$ cat config.mk
export PLATFORM = sky130hd
export DESIGN_NAME = pwr_mode_ctrl
export DESIGN_NICKNAME = d
export VERILOG_FILES = /design/src/rtl/pwr_mode_pkg.sv /design/src/rtl/pwr_settle_timer.sv /design/src/rtl/pwr_wake_latch.sv /design/src/rtl/pwr_mode_fsm.sv /design/src/rtl/pwr_mode_ctrl.sv
export SDC_FILE = /design/constraint.sdc
export NUM_CORES = 1
export LEC_CHECK = 0
export ABC_AREA = 1
export CAP_MARGIN = 10
export CORE_ASPECT_RATIO = 0.8
export CORE_MARGIN = 2
export CORE_UTILIZATION = 35
export DETAILED_ROUTE_END_ITERATION = 7
export MAX_ROUTING_LAYER = met4
export SYNTH_ARGS = -nofsm -noshare
export SYNTH_HDL_FRONTEND = slang
export SYNTH_SLANG_ARGS = --single-unit
$ cat constraint.sdc
create_clock -name clk -period 3.2 [get_ports clk]
set_input_delay 0.32 -clock clk [delete_from_list [all_inputs] [get_ports clk]]
set_output_delay 0.32 -clock clk [all_outputs]
set_load 0.01 [all_outputs]
$ cat src/rtl/pwr_mode_pkg.sv
package pwr_mode_pkg;

    typedef enum logic [1:0] {
        MODE_NORMAL = 2'd0,
        MODE_IDLE   = 2'd1,
        MODE_SLOW   = 2'd2,
        MODE_OFF    = 2'd3
    } pm_mode_e;

    typedef enum logic [3:0] {
        ST_NORMAL,
        ST_IDLE,
        ST_SLOW_GATE,
        ST_SLOW_SWAP,
        ST_SLOW_RUN,
        ST_SLOW_XGATE,
        ST_SLOW_XSWAP,
        ST_OFF_SREQ,
        ST_OFF_GATE,
        ST_OFF_DOWN,
        ST_OFF_SETTLE,
        ST_OFF_UNGATE,
        ST_OFF_SREXIT
    } pm_state_e;

    typedef struct packed {
        logic     clk_en;
        logic     sel_xtal;
        logic     sr_req;
        logic     supply_en;
        pm_mode_e mode;
    } pm_drive_t;

    localparam int CAUSE_W = 3;

endpackage

$ cat src/rtl/pwr_settle_timer.sv
module pwr_settle_timer #(
    parameter int W = 8
) (
    input  logic         clk,
    input  logic         rst_n,
    input  logic         run,
    input  logic [W-1:0] limit,
    output logic         done
);
    logic [W-1:0] count;

    always_ff @(posedge clk or negedge rst_n) begin
        if (!rst_n)
            count <= '0;
        else if (!run)
            count <= '0;
        else if (count != limit)
            count <= count + 1'b1;
    end

    assign done = run && (count == limit);

endmodule

$ cat src/rtl/pwr_wake_latch.sv
module pwr_wake_latch
    import pwr_mode_pkg::*;
#(
    parameter int NUM_EXT = 16
) (
    input  logic               clk,
    input  logic               rst_n,
    input  logic [NUM_EXT-1:0] ext_irq,
    input  logic               rtc_alarm,
    input  logic               batt_fault_n,
    input  logic               window,
    input  logic               take,
    input  logic               clr,
    output logic               wake_now,
    output logic [CAUSE_W-1:0] status
);
    logic [CAUSE_W-1:0] cause_now;
    logic [CAUSE_W-1:0] held_cause;
    logic               held;

    assign cause_now = {~batt_fault_n, rtc_alarm, |ext_irq};
    assign wake_now  = held | (|cause_now);

    always_ff @(posedge clk or negedge rst_n) begin
        if (!rst_n) begin
            held       <= 1'b0;
            held_cause <= '0;
        end else if (take) begin
            held       <= 1'b0;
            held_cause <= '0;
        end else if (window && !held && (|cause_now)) begin
            held       <= 1'b1;
            held_cause <= cause_now;
        end
    end

    always_ff @(posedge clk or negedge rst_n) begin
        if (!rst_n)
            status <= '0;
        else if (take)
            status <= held ? held_cause : cause_now;
        else if (clr)
            status <= '0;
    end

    AST_STATUS_CLR: assert property (@(posedge clk) disable iff (!rst_n)
        ($past(clr) && !$past(take)) |-> (status == '0));

    AST_HELD_ONLY_IN_WINDOW: assert property (@(posedge clk) disable iff (!rst_n)
        $rose(held) |-> $past(window));

endmodule

$ cat src/rtl/pwr_mode_fsm.sv
module pwr_mode_fsm
    import pwr_mode_pkg::*;
(
    input  logic      clk,
    input  logic      rst_n,
    input  logic      mode_wr,
    input  pm_mode_e  mode_req,
    input  logic      irq_pending,
    input  logic      wake_now,
    input  logic      sr_ack,
    input  logic      settle_done,
    output pm_state_e state,
    output pm_drive_t drive
);
    pm_state_e next;

    always_ff @(posedge clk or negedge rst_n) begin
        if (!rst_n)
            state <= ST_NORMAL;
        else
            state <= next;
    end

    always_comb begin
        next = state;
        unique case (state)
            ST_NORMAL: begin
                if (mode_wr) begin
                    unique case (mode_req)
                        MODE_NORMAL: next = ST_NORMAL;
                        MODE_IDLE:   next = ST_IDLE;
                        MODE_SLOW:   next = ST_SLOW_GATE;
                        MODE_OFF:    next = ST_OFF_SREQ;
                    endcase
                end
            end
            ST_IDLE:       if (irq_pending) next = ST_NORMAL;
            ST_SLOW_GATE:  next = ST_SLOW_SWAP;
            ST_SLOW_SWAP:  next = ST_SLOW_RUN;
            ST_SLOW_RUN:   if (mode_wr && mode_req == MODE_NORMAL) next = ST_SLOW_XGATE;
            ST_SLOW_XGATE: next = ST_SLOW_XSWAP;
            ST_SLOW_XSWAP: next = ST_NORMAL;
            ST_OFF_SREQ:   if (sr_ack) next = ST_OFF_GATE;
            ST_OFF_GATE:   next = ST_OFF_DOWN;
            ST_OFF_DOWN:   if (wake_now) next = ST_OFF_SETTLE;
            ST_OFF_SETTLE: if (settle_done) next = ST_OFF_UNGATE;
            ST_OFF_UNGATE: next = ST_OFF_SREXIT;
            ST_OFF_SREXIT: if (!sr_ack) next = ST_NORMAL;
            default:       next = ST_NORMAL;
        endcase
    end

    always_comb begin
        drive.clk_en    = 1'b0;
        drive.sel_xtal  = 1'b0;
        drive.sr_req    = 1'b0;
        drive.supply_en = 1'b1;
        drive.mode      = MODE_NORMAL;
        unique case (state)
            ST_NORMAL:     drive.clk_en = 1'b1;
            ST_IDLE:       drive.mode = MODE_IDLE;
            ST_SLOW_GATE:  drive.mode = MODE_SLOW;
            ST_SLOW_SWAP: begin
                drive.sel_xtal = 1'b1;
                drive.mode     = MODE_SLOW;
            end
            ST_SLOW_RUN: begin
                drive.clk_en   = 1'b1;
                drive.sel_xtal = 1'b1;
                drive.mode     = MODE_SLOW;
            end
            ST_SLOW_XGATE: begin
                drive.sel_xtal = 1'b1;
                drive.mode     = MODE_SLOW;
            end
            ST_SLOW_XSWAP: drive.mode = MODE_SLOW;
            ST_OFF_SREQ: begin
                drive.clk_en = 1'b1;
                drive.sr_req = 1'b1;
                drive.mode   = MODE_OFF;
            end
            ST_OFF_GATE: begin
                drive.sr_req = 1'b1;
                drive.mode   = MODE_OFF;
            end
            ST_OFF_DOWN: begin
                drive.sr_req    = 1'b1;
                drive.supply_en = 1'b0;
                drive.mode      = MODE_OFF;
            end
            ST_OFF_SETTLE: begin
                drive.sr_req = 1'b1;
                drive.mode   = MODE_OFF;
            end
            ST_OFF_UNGATE: begin
                drive.clk_en = 1'b1;
                drive.sr_req = 1'b1;
                drive.mode   = MODE_OFF;
            end
            ST_OFF_SREXIT: begin
                drive.clk_en = 1'b1;
                drive.mode   = MODE_OFF;
            end
            default: drive.clk_en = 1'b1;
        endcase
    end

    AST_IDLE_WAKE: assert property (@(posedge clk) disable iff (!rst_n)
        (state == ST_IDLE && irq_pending) |=> (state == ST_NORMAL));

    AST_ACK_BEFORE_GATE: assert property (@(posedge clk) disable iff (!rst_n)
        (state == ST_OFF_GATE) |-> ($past(state) == ST_OFF_SREQ && $past(sr_ack)));

    AST_SLOW_HOLD: assert property (@(posedge clk) disable iff (!rst_n)
        (state == ST_SLOW_RUN && !(mode_wr && mode_req == MODE_NORMAL)) |=> (state == ST_SLOW_RUN));

    AST_DOWN_IGNORES_IRQ: assert property (@(posedge clk) disable iff (!rst_n)
        (state == ST_OFF_DOWN && !wake_now) |=> (state == ST_OFF_DOWN));

endmodule

$ cat src/rtl/pwr_mode_ctrl.sv
module pwr_mode_ctrl
    import pwr_mode_pkg::*;
#(
    parameter int NUM_EXT  = 16,
    parameter int SETTLE_W = 8
) (
    input  logic                clk,
    input  logic                rst_n,
    input  logic                mode_wr,
    input  logic [1:0]          mode_wdata,
    input  logic                irq_pending,
    input  logic [NUM_EXT-1:0]  ext_irq,
    input  logic                rtc_alarm,
    input  logic                batt_fault_n,
    input  logic [SETTLE_W-1:0] settle_cycles,
    input  logic                sr_ack,
    input  logic                status_clr,
    output logic                core_clk_en,
    output logic                clk_sel_xtal,
    output logic                sr_req,
    output logic                supply_en,
    output logic [1:0]          mode_now,
    output logic [2:0]          wake_status
);
    pm_state_e          state;
    pm_drive_t          drive;
    logic               wake_now;
    logic               settle_done;
    logic               in_window;
    logic               take_wake;
    logic [CAUSE_W-1:0] status_q;

    assign in_window = (state == ST_OFF_SREQ) || (state == ST_OFF_GATE) || (state == ST_OFF_DOWN);
    assign take_wake = (state == ST_OFF_DOWN) && wake_now;

    pwr_mode_fsm u_fsm (
        .clk         (clk),
        .rst_n       (rst_n),
        .mode_wr     (mode_wr),
        .mode_req    (pm_mode_e'(mode_wdata)),
        .irq_pending (irq_pending),
        .wake_now    (wake_now),
        .sr_ack      (sr_ack),
        .settle_done (settle_done),
        .state       (state),
        .drive       (drive)
    );

    pwr_wake_latch #(.NUM_EXT(NUM_EXT)) u_wake (
        .clk          (clk),
        .rst_n        (rst_n),
        .ext_irq      (ext_irq),
        .rtc_alarm    (rtc_alarm),
        .batt_fault_n (batt_fault_n),
        .window       (in_window),
        .take         (take_wake),
        .clr          (status_clr),
        .wake_now     (wake_now),
        .status       (status_q)
    );

    pwr_settle_timer #(.W(SETTLE_W)) u_settle (
        .clk   (clk),
        .rst_n (rst_n),
        .run   (state == ST_OFF_SETTLE),
        .limit (settle_cycles),
        .done  (settle_done)
    );

    assign core_clk_en  = drive.clk_en;
    assign clk_sel_xtal = drive.sel_xtal;
    assign sr_req       = drive.sr_req;
    assign supply_en    = drive.supply_en;
    assign mode_now     = drive.mode;
    assign wake_status  = status_q;

    AST_SEL_GATED: assert property (@(posedge clk) disable iff (!rst_n)
        (clk_sel_xtal != $past(clk_sel_xtal)) |-> (!core_clk_en && !$past(core_clk_en)));

    AST_SUPPLY_OFF_SAFE: assert property (@(posedge clk) disable iff (!rst_n)
        !supply_en |-> (sr_req && !core_clk_en));

    AST_SETTLE_GATED: assert property (@(posedge clk) disable iff (!rst_n)
        $rose(supply_en) |-> (!core_clk_en && sr_req));

    AST_SREQ_DROP_CLOCKED: assert property (@(posedge clk) disable iff (!rst_n)
        $fell(sr_req) |-> (core_clk_en && supply_en));

endmodule

==> results.md, run 1 <==
- Outcome: finished clean
- Global-route wire length before repair: 5850 um
- Pin count of the biggest net entering global routing: 20
- CTS Buffer Depth: 2
- Slowest CP cell: clkdlybuf4s50_1
- Drt wl/cell: 10.9 um
- Worst r2r path cells: 10
- HP Class: flip-flop to flip-flop
- CTS root buf: clkbuf_8
- Slew HR: 41.3%
- Final period utilization: 75.9%
- Syn Area/Cell: 6.65 um^2
- Vias: 1460
- Post-Syn Nets: 247
- Worst-path maximum fanout: 6
- GRT Overall Usage: 17.4%
- Met2 Use GR: 25.9%
- RSZ-0062 raised after global routing: false
- Post-synthesis sequential area ratio: 33.7%
- Peak VDD IR: 0.386 mV
- Reg2reg setup slack: 1.61 ns
- Via density: 4.68
- Worst Setup End Kind: output pin
- Pwr Density: 549 nW/um^2
- Critical Path Max Stage Delay: 0.60 ns
- Final estimated routing congestion in global placement: 0.848
- Drt initial violations: 95
- Layout Skew: 0.00731 ns
- Critical path class: flip-flop to output pin
- Pre-Repair DR Iteration Count: 4
- Worst slew pin tran: 0.877 ns
- WHS Path Cells: 2
- Cell mode on critical path: inv_2
- WL final: 3400 um
- Die area: 4560 um^2
- CP Launch Type: flip-flop
- Post-CTS Setup Inserts: 0
- Die height: 60.8 um
- DP Area: 1890 um^2
- Leakage Power: 0.904 nW
- Met1 Use GR: 24.2%
- Skew-Pair Late Insertion Delay: 0.26 ns
- Number of I/O pins: 43
- Die X: 75.0 um
- CTS tree: built
- Busiest grt layer: met2
- DP Cell Count: 308
- Fin area: 1940 um^2
- Cell Chain, Critical Path: inv_2 -> nor2_2 -> inv_2 -> nor2_4 -> inv_1 -> o21ai_0 -> nor4_1 -> clkdlybuf4s50_1
- Post-cts repair resize count: 0
- Drc violations: 0
- Fin. max-slew vios: 0
- # rows: 20
- Max-cap violations: 0
- Detailed placement HPWL: 2760 um
- Cell variety after synth: 28
- Worst hold start: u_wake.held_cause[1]
- H-tree Lvls: 1
- Routed Antenna Nets: 0
- CTS Buf Count: 3
- Total core area: 3830 um^2
- Cell count after synthesis: 212
- Initial cell density of the core: 36.8%
- Area Growth Syn to Fin: 37.6%
- Cell Area, Synth: 1410 um^2
- Nets: 293
- Required @ worst endpoint: 2.88 ns
- Final-report hold violation count: 0
- Non-Filler Instances: 312
- Grt ovf: 0
- Fmax: 0.412 GHz
- Met3 GRT Util: 4.32%
- Setup TNS: 0 ns
- Ys Warns: 0
- N_diodes: 0
- Vias in the first global route: 1305
- IO buf count: 42
- Setup WS pre-CTS: 1.03 ns
- #FFs+latches synth: 19
- Clk slew on worst S/H paths: 0.08 ns
- Proportion of layout cells with a drive suffix above 1: 10.5%
- Tmin final: 2.43 ns
- Post-CTS Hold Buffers: 0
- Final setup vio count: 0
- Data arrival, critical path: 2.11 ns
- RR Startpoint: u_settle.count[5]
- PnR worst setup slack: 0.771 ns
- Reg-to-Reg End: u_fsm.state[1]
- Antenna violations before repair: 0
- Clock Sinks: 19
- Hold-critical path endpoint: u_wake.held_cause[1]
[synth_stat cells, drive strengths merged]
cell,number,area (um^2)
a21oi,3,15.0
a31oi,1,6.26
buf,1,5.00
dfrtp,19,475
ha,1,12.5
inv,26,97.6
nand2,66,260
nand3,19,105
nand3b,2,15.0
nand4,5,31.3
nor2,35,170
nor3,2,10.0
nor4,1,6.26
o21ai,15,75.1
o21bai,1,7.51
o22ai,2,12.5
o31ai,1,7.51
or2,3,18.8
xnor2,7,61.3
xor2,2,17.5
[worst max-delay path, delay by kind of cell (launching register included)]
| kind | cells | cell delay (ns) |
|---|---|---|
| flops | 1 | 0.44 |
| buf+inv | 4 | 0.98 |
| simple gates | 3 | 0.35 |
| compound gates | 1 | 0.11 |
[worst max-delay path by stage]
| stage | endpoint | depth (start not counted) | startpoint | slack (ns) |
|---|---|---|---|---|
| 2_1_floorplan | mode_now[0] | 6 | u_fsm.state[3] | 1.61 |
| 3_3_place_gp | core_clk_en | 8 | u_fsm.state[3] | 1.06 |
| 4_1_cts | core_clk_en | 8 | u_fsm.state[3] | 0.74 |
| 3_5_place_dp | core_clk_en | 8 | u_fsm.state[3] | 1.03 |
| 6_report | core_clk_en | 8 | u_fsm.state[3] | 0.77 |
| 5_1_grt | core_clk_en | 8 | u_fsm.state[3] | 0.62 |
[flip-flops by register name, indices dropped and copies added, names as in the netlist]
| register | flops |
|---|---|
| u_fsm.state | 4 |
| u_settle.count | 8 |
| u_wake.held | 1 |
| u_wake.held_cause | 3 |
| u_wake.status | 3 |
[metrics by stage]
stage,hold WS (ns),util (%),total power [mW]
floorplan,0.0244,-,0.677
global placement,0.463,49.5,0.912
detailed placement,0.471,49.5,0.903
CTS,0.490,50.7,1.08
global route,0.519,50.7,1.16
finish,0.485,50.7,1.06
[cells by family (layout without fill, tap and decap cells)]
family,after synthesis,in the layout,synth area share (%)
adders and majority gates,1,1,0.887
buffers and inverters,27,72,7.28
AOI/OAI and AO/OA,23,23,8.78
and+or+nand+nor,133,133,43.7
xor gates and xnor gates,9,9,5.59
DFF,19,19,33.7
[routing by layer]
metal / share of wire [%] / wire (um) / up-vias
met5: 0 / 0 / -
met4: 0.65 / 22 / 0
met3: 8.2 / 277 / 2
met2: 41 / 1390 / 50
met1: 50 / 1710 / 637
li1: - / - / 771
[report_power, final]
group | switching, mW | total, mW | internal [mW]
logic | 0.305 | 0.559 | 0.254
clock network | 0.0805 | 0.167 | 0.0865
registers | 0.0497 | 0.338 | 0.289
[cells in the final DEF (no fill, tap or decap)]
master and n:
nand2_1 63, clkdlybuf4s50_1 42, nor2_1 27, inv_1 19
dfrtp_1 19, nand3_1 17, o21ai_0 13, inv_2 7
xnor2_1 7, nor2_2 6, nand4_1 5, a21oi_1 3
or2_2 3, clkbuf_8 3, nand3b_1 2, nand3_2 2
nor3_1 2, o21ai_1 2, nand2_2 2, xor2_1 2
o22ai_1 2, a31oi_1 1, nor2_8 1, nor2_4 1
nor4_1 1, nand2_4 1, o21bai_1 1, o31ai_1 1
ha_1 1, clkinv_2 1
[area by class of cell]
type	instances	area, um^2
Multi-Input combinational cell	166	832
Tap cell	55	68.8
Fill cell	415	1890
Timing Repair Buffer	42	420
Sequential cell	19	475
Inverter	26	97.6
Clock buffer	3	41.3
Clock inverter	1	5.00
Power figures use the tool's default switching activity.
==> inputs of run 2 (changes only) <==
==> constraint.sdc (replaced) <==
create_clock -name clk -period 2.3 [get_ports clk]
set_input_delay 0.23 -clock clk [delete_from_list [all_inputs] [get_ports clk]]
set_output_delay 0.23 -clock clk [all_outputs]
set_load 0.01 [all_outputs]
==> run 2 against run 1 <==
Net effect: sequential power increased by 39%; clock-buffer cell count unchanged; via count decreased by 0.34%; clock power increased by 40%; sequential share of layout area decreased by 0.11 points; flip-flop and latch count unchanged; power increased by 39%; largest cell class unchanged; largest power group unchanged.
==> results.md, run 2 (synthesis results as in run 1) <==
- Data arrival, critical path: 1.95 ns
- Worst Setup End Kind: output pin
- Required @ worst endpoint: 2.07 ns
- GRT Overall Usage: 16.7%
- Commonest cells after routing, fill and taps aside: nand2_1, clkdlybuf4s50_1, nor2_1
- Number of I/O pins: 43
- Clk slew on worst S/H paths: 0.08 ns
- Grt ovf: 0
- Die X: 75.0 um
- Setup WS pre-CTS: 0.233 ns
- Worst-path maximum fanout: 6
- WP buf/inv: 3
- Slew HR: 76.0%
- CTS Buf Count: 3
- Drc violations: 0
- IO buf count: 42
- Nets: 294
- Final-report hold violation count: 0
- HP Class: input port to asynchronous set/reset pin
- Total core area: 3830 um^2
- Die height: 60.8 um
- CTS tree: built
- Highest routed metal layer: met4
- Pwr Density: 758 nW/um^2
- Critical Path Max Stage Delay: 0.48 ns
- H-tree Lvls: 1
- PnR worst setup slack: 0.124 ns
- Leakage Power: 0.910 nW
- Met1 Wirelength: 1750 um
- Antenna violations before repair: 0
- Final setup vio count: 0
- Fill count: 389
- Cell Chain, Critical Path: inv_2 -> nand2_1 -> inv_1 -> nand2_1 -> nand2_1 -> a21oi_1 -> nand3b_1 -> clkdlybuf4s50_1
- Peak VDD IR: 0.524 mV
- Critical path's top delay family: buffers and inverters
- Drt initial violations: 108
- Storage cell area: 475 um^2
- Max reg flops: 8
- CTS Buffer Depth: 2
- Initial cell density of the core: 36.8%
- Routed Antenna Nets: 0
- Global-route wire length before repair: 5660 um
- Tmin final: 2.18 ns
- Cell mode on critical path: nand2_1
- Clock Sinks: 19
- RSZ-0062 raised after global routing: false
- Skew-Pair Late Insertion Delay: 0.26 ns
- Largest reg by FF count: u_settle.count
- CP Launch Type: flip-flop
- Vias: 1455
- Detailed placement HPWL: 2730 um
- N_diodes: 0
- Pre-Repair DR Iteration Count: 4
- Worst slew pin tran: 0.357 ns
- Vias in the first global route: 1256
- Final period utilization: 94.6%
- Outcome: finished clean
- Fin. max-slew vios: 0
- Proportion of layout cells with a drive suffix above 1: 10.9%
- Final estimated routing congestion in global placement: 0.853
- Layout Skew: 0.00505 ns
- Commonest non-fill, non-tap cell in the layout: nand2_1
- Drt wl/cell: 10.9 um
- Fmax: 0.459 GHz
- Largest registers: u_settle.count (8), u_fsm.state (4)
- CTS root buf: clkbuf_8
- Max-cap violations: 0
- Slowest CP cell: clkdlybuf4s50_1
- Via density: 4.65
- Final hold slack: 0.308 ns
- # rows: 20
- Post-CTS Setup Inserts: 0
- Setup TNS: 0 ns
- WL final: 3430 um
- Critical path class: flip-flop to output pin
- Pin count of the biggest net entering global routing: 20
- Area of the multi-input gates: 832 um^2
- Met2 routed WL: 1390 um
- Area Growth Syn to Fin: 38.2%
- Die area: 4560 um^2
- Routed wl met3: 281 um
## run 2: changes by cell type in the layout (fill, tap and decap cells not counted), sizes merged
cell | before | now
buf | 0 | 1
clkdlybuf4s50 | 42 | 41
dlygate4sd2 | 0 | 1
## run 2: path summary, 6_finish.rpt
path,start,to,slack [ns],cells after the start
max,u_fsm.state[3],mode_now[1],0.12,8
min,rst_n,u_wake.status[2],0.31,2
max reg2reg,u_settle.count[5],u_fsm.state[1],0.71,10
min reg2reg,u_wake.held_cause[1],u_wake.held_cause[1],0.48,2
max in group asynchronous,rst_n,u_fsm.state[1],1.78,2
min in group clk,u_wake.held_cause[1],u_wake.held_cause[1],0.48,2
## run 2: final cells by class
type | count | share of cell area (%)
Clock buffer | 3 | 2.12
Clock inverter | 1 | 0.257
Inverter | 26 | 5.13
Multi-Input combinational cell | 166 | 42.7
Sequential cell | 19 | 24.4
Tap cell | 55 | 3.53
Timing Repair Buffer | 43 | 21.9
## run 2: timing repair
action	in CTS	in global routing
resized for setup	1	2
hold endpoints to repair	0	0
setup endpoints to repair	1	2
hold buffers	0	0
## run 2: worst register-to-register path: stages (launching register included)
cell and delay [ns]:
dfrtp_1 0.44, inv_1 0.11, nand2_1 0.05, nand2_1 0.05, nand2_1 0.06, nor2_1 0.18, nand2_1 0.17, nand2_4 0.15
nand3_2 0.13, nand2_1 0.08, nand2_1 0.05
## run 2: report_power, final
part | internal, mW | switching, mW
sequential | 0.401 | 0.0686
combinational | 0.344 | 0.431
clock | 0.120 | 0.113
## run 2: layer usage
| layer | vias to the layer above | global-route usage, % |
|---|---|---|
| li1 | 774 | - |
| met1 | 620 | 23.7 |
| met2 | 59 | 25.2 |
| met3 | 2 | 3.99 |
| met4 | 0 | 1.53 |
| met5 | - | - |
## run 2: stage by stage
stage / util [%] / power (mW) / std cells / instance area [um^2]
floorplan: - / 0.943 / 212 / 1410
global placement: 49.7 / 1.27 / 309 / 1900
detailed placement: 49.7 / 1.26 / 309 / 1900
CTS: 50.8 / 1.49 / 313 / 1950
global route: 50.9 / 1.61 / 313 / 1950
finish: 50.9 / 1.48 / 313 / 1950
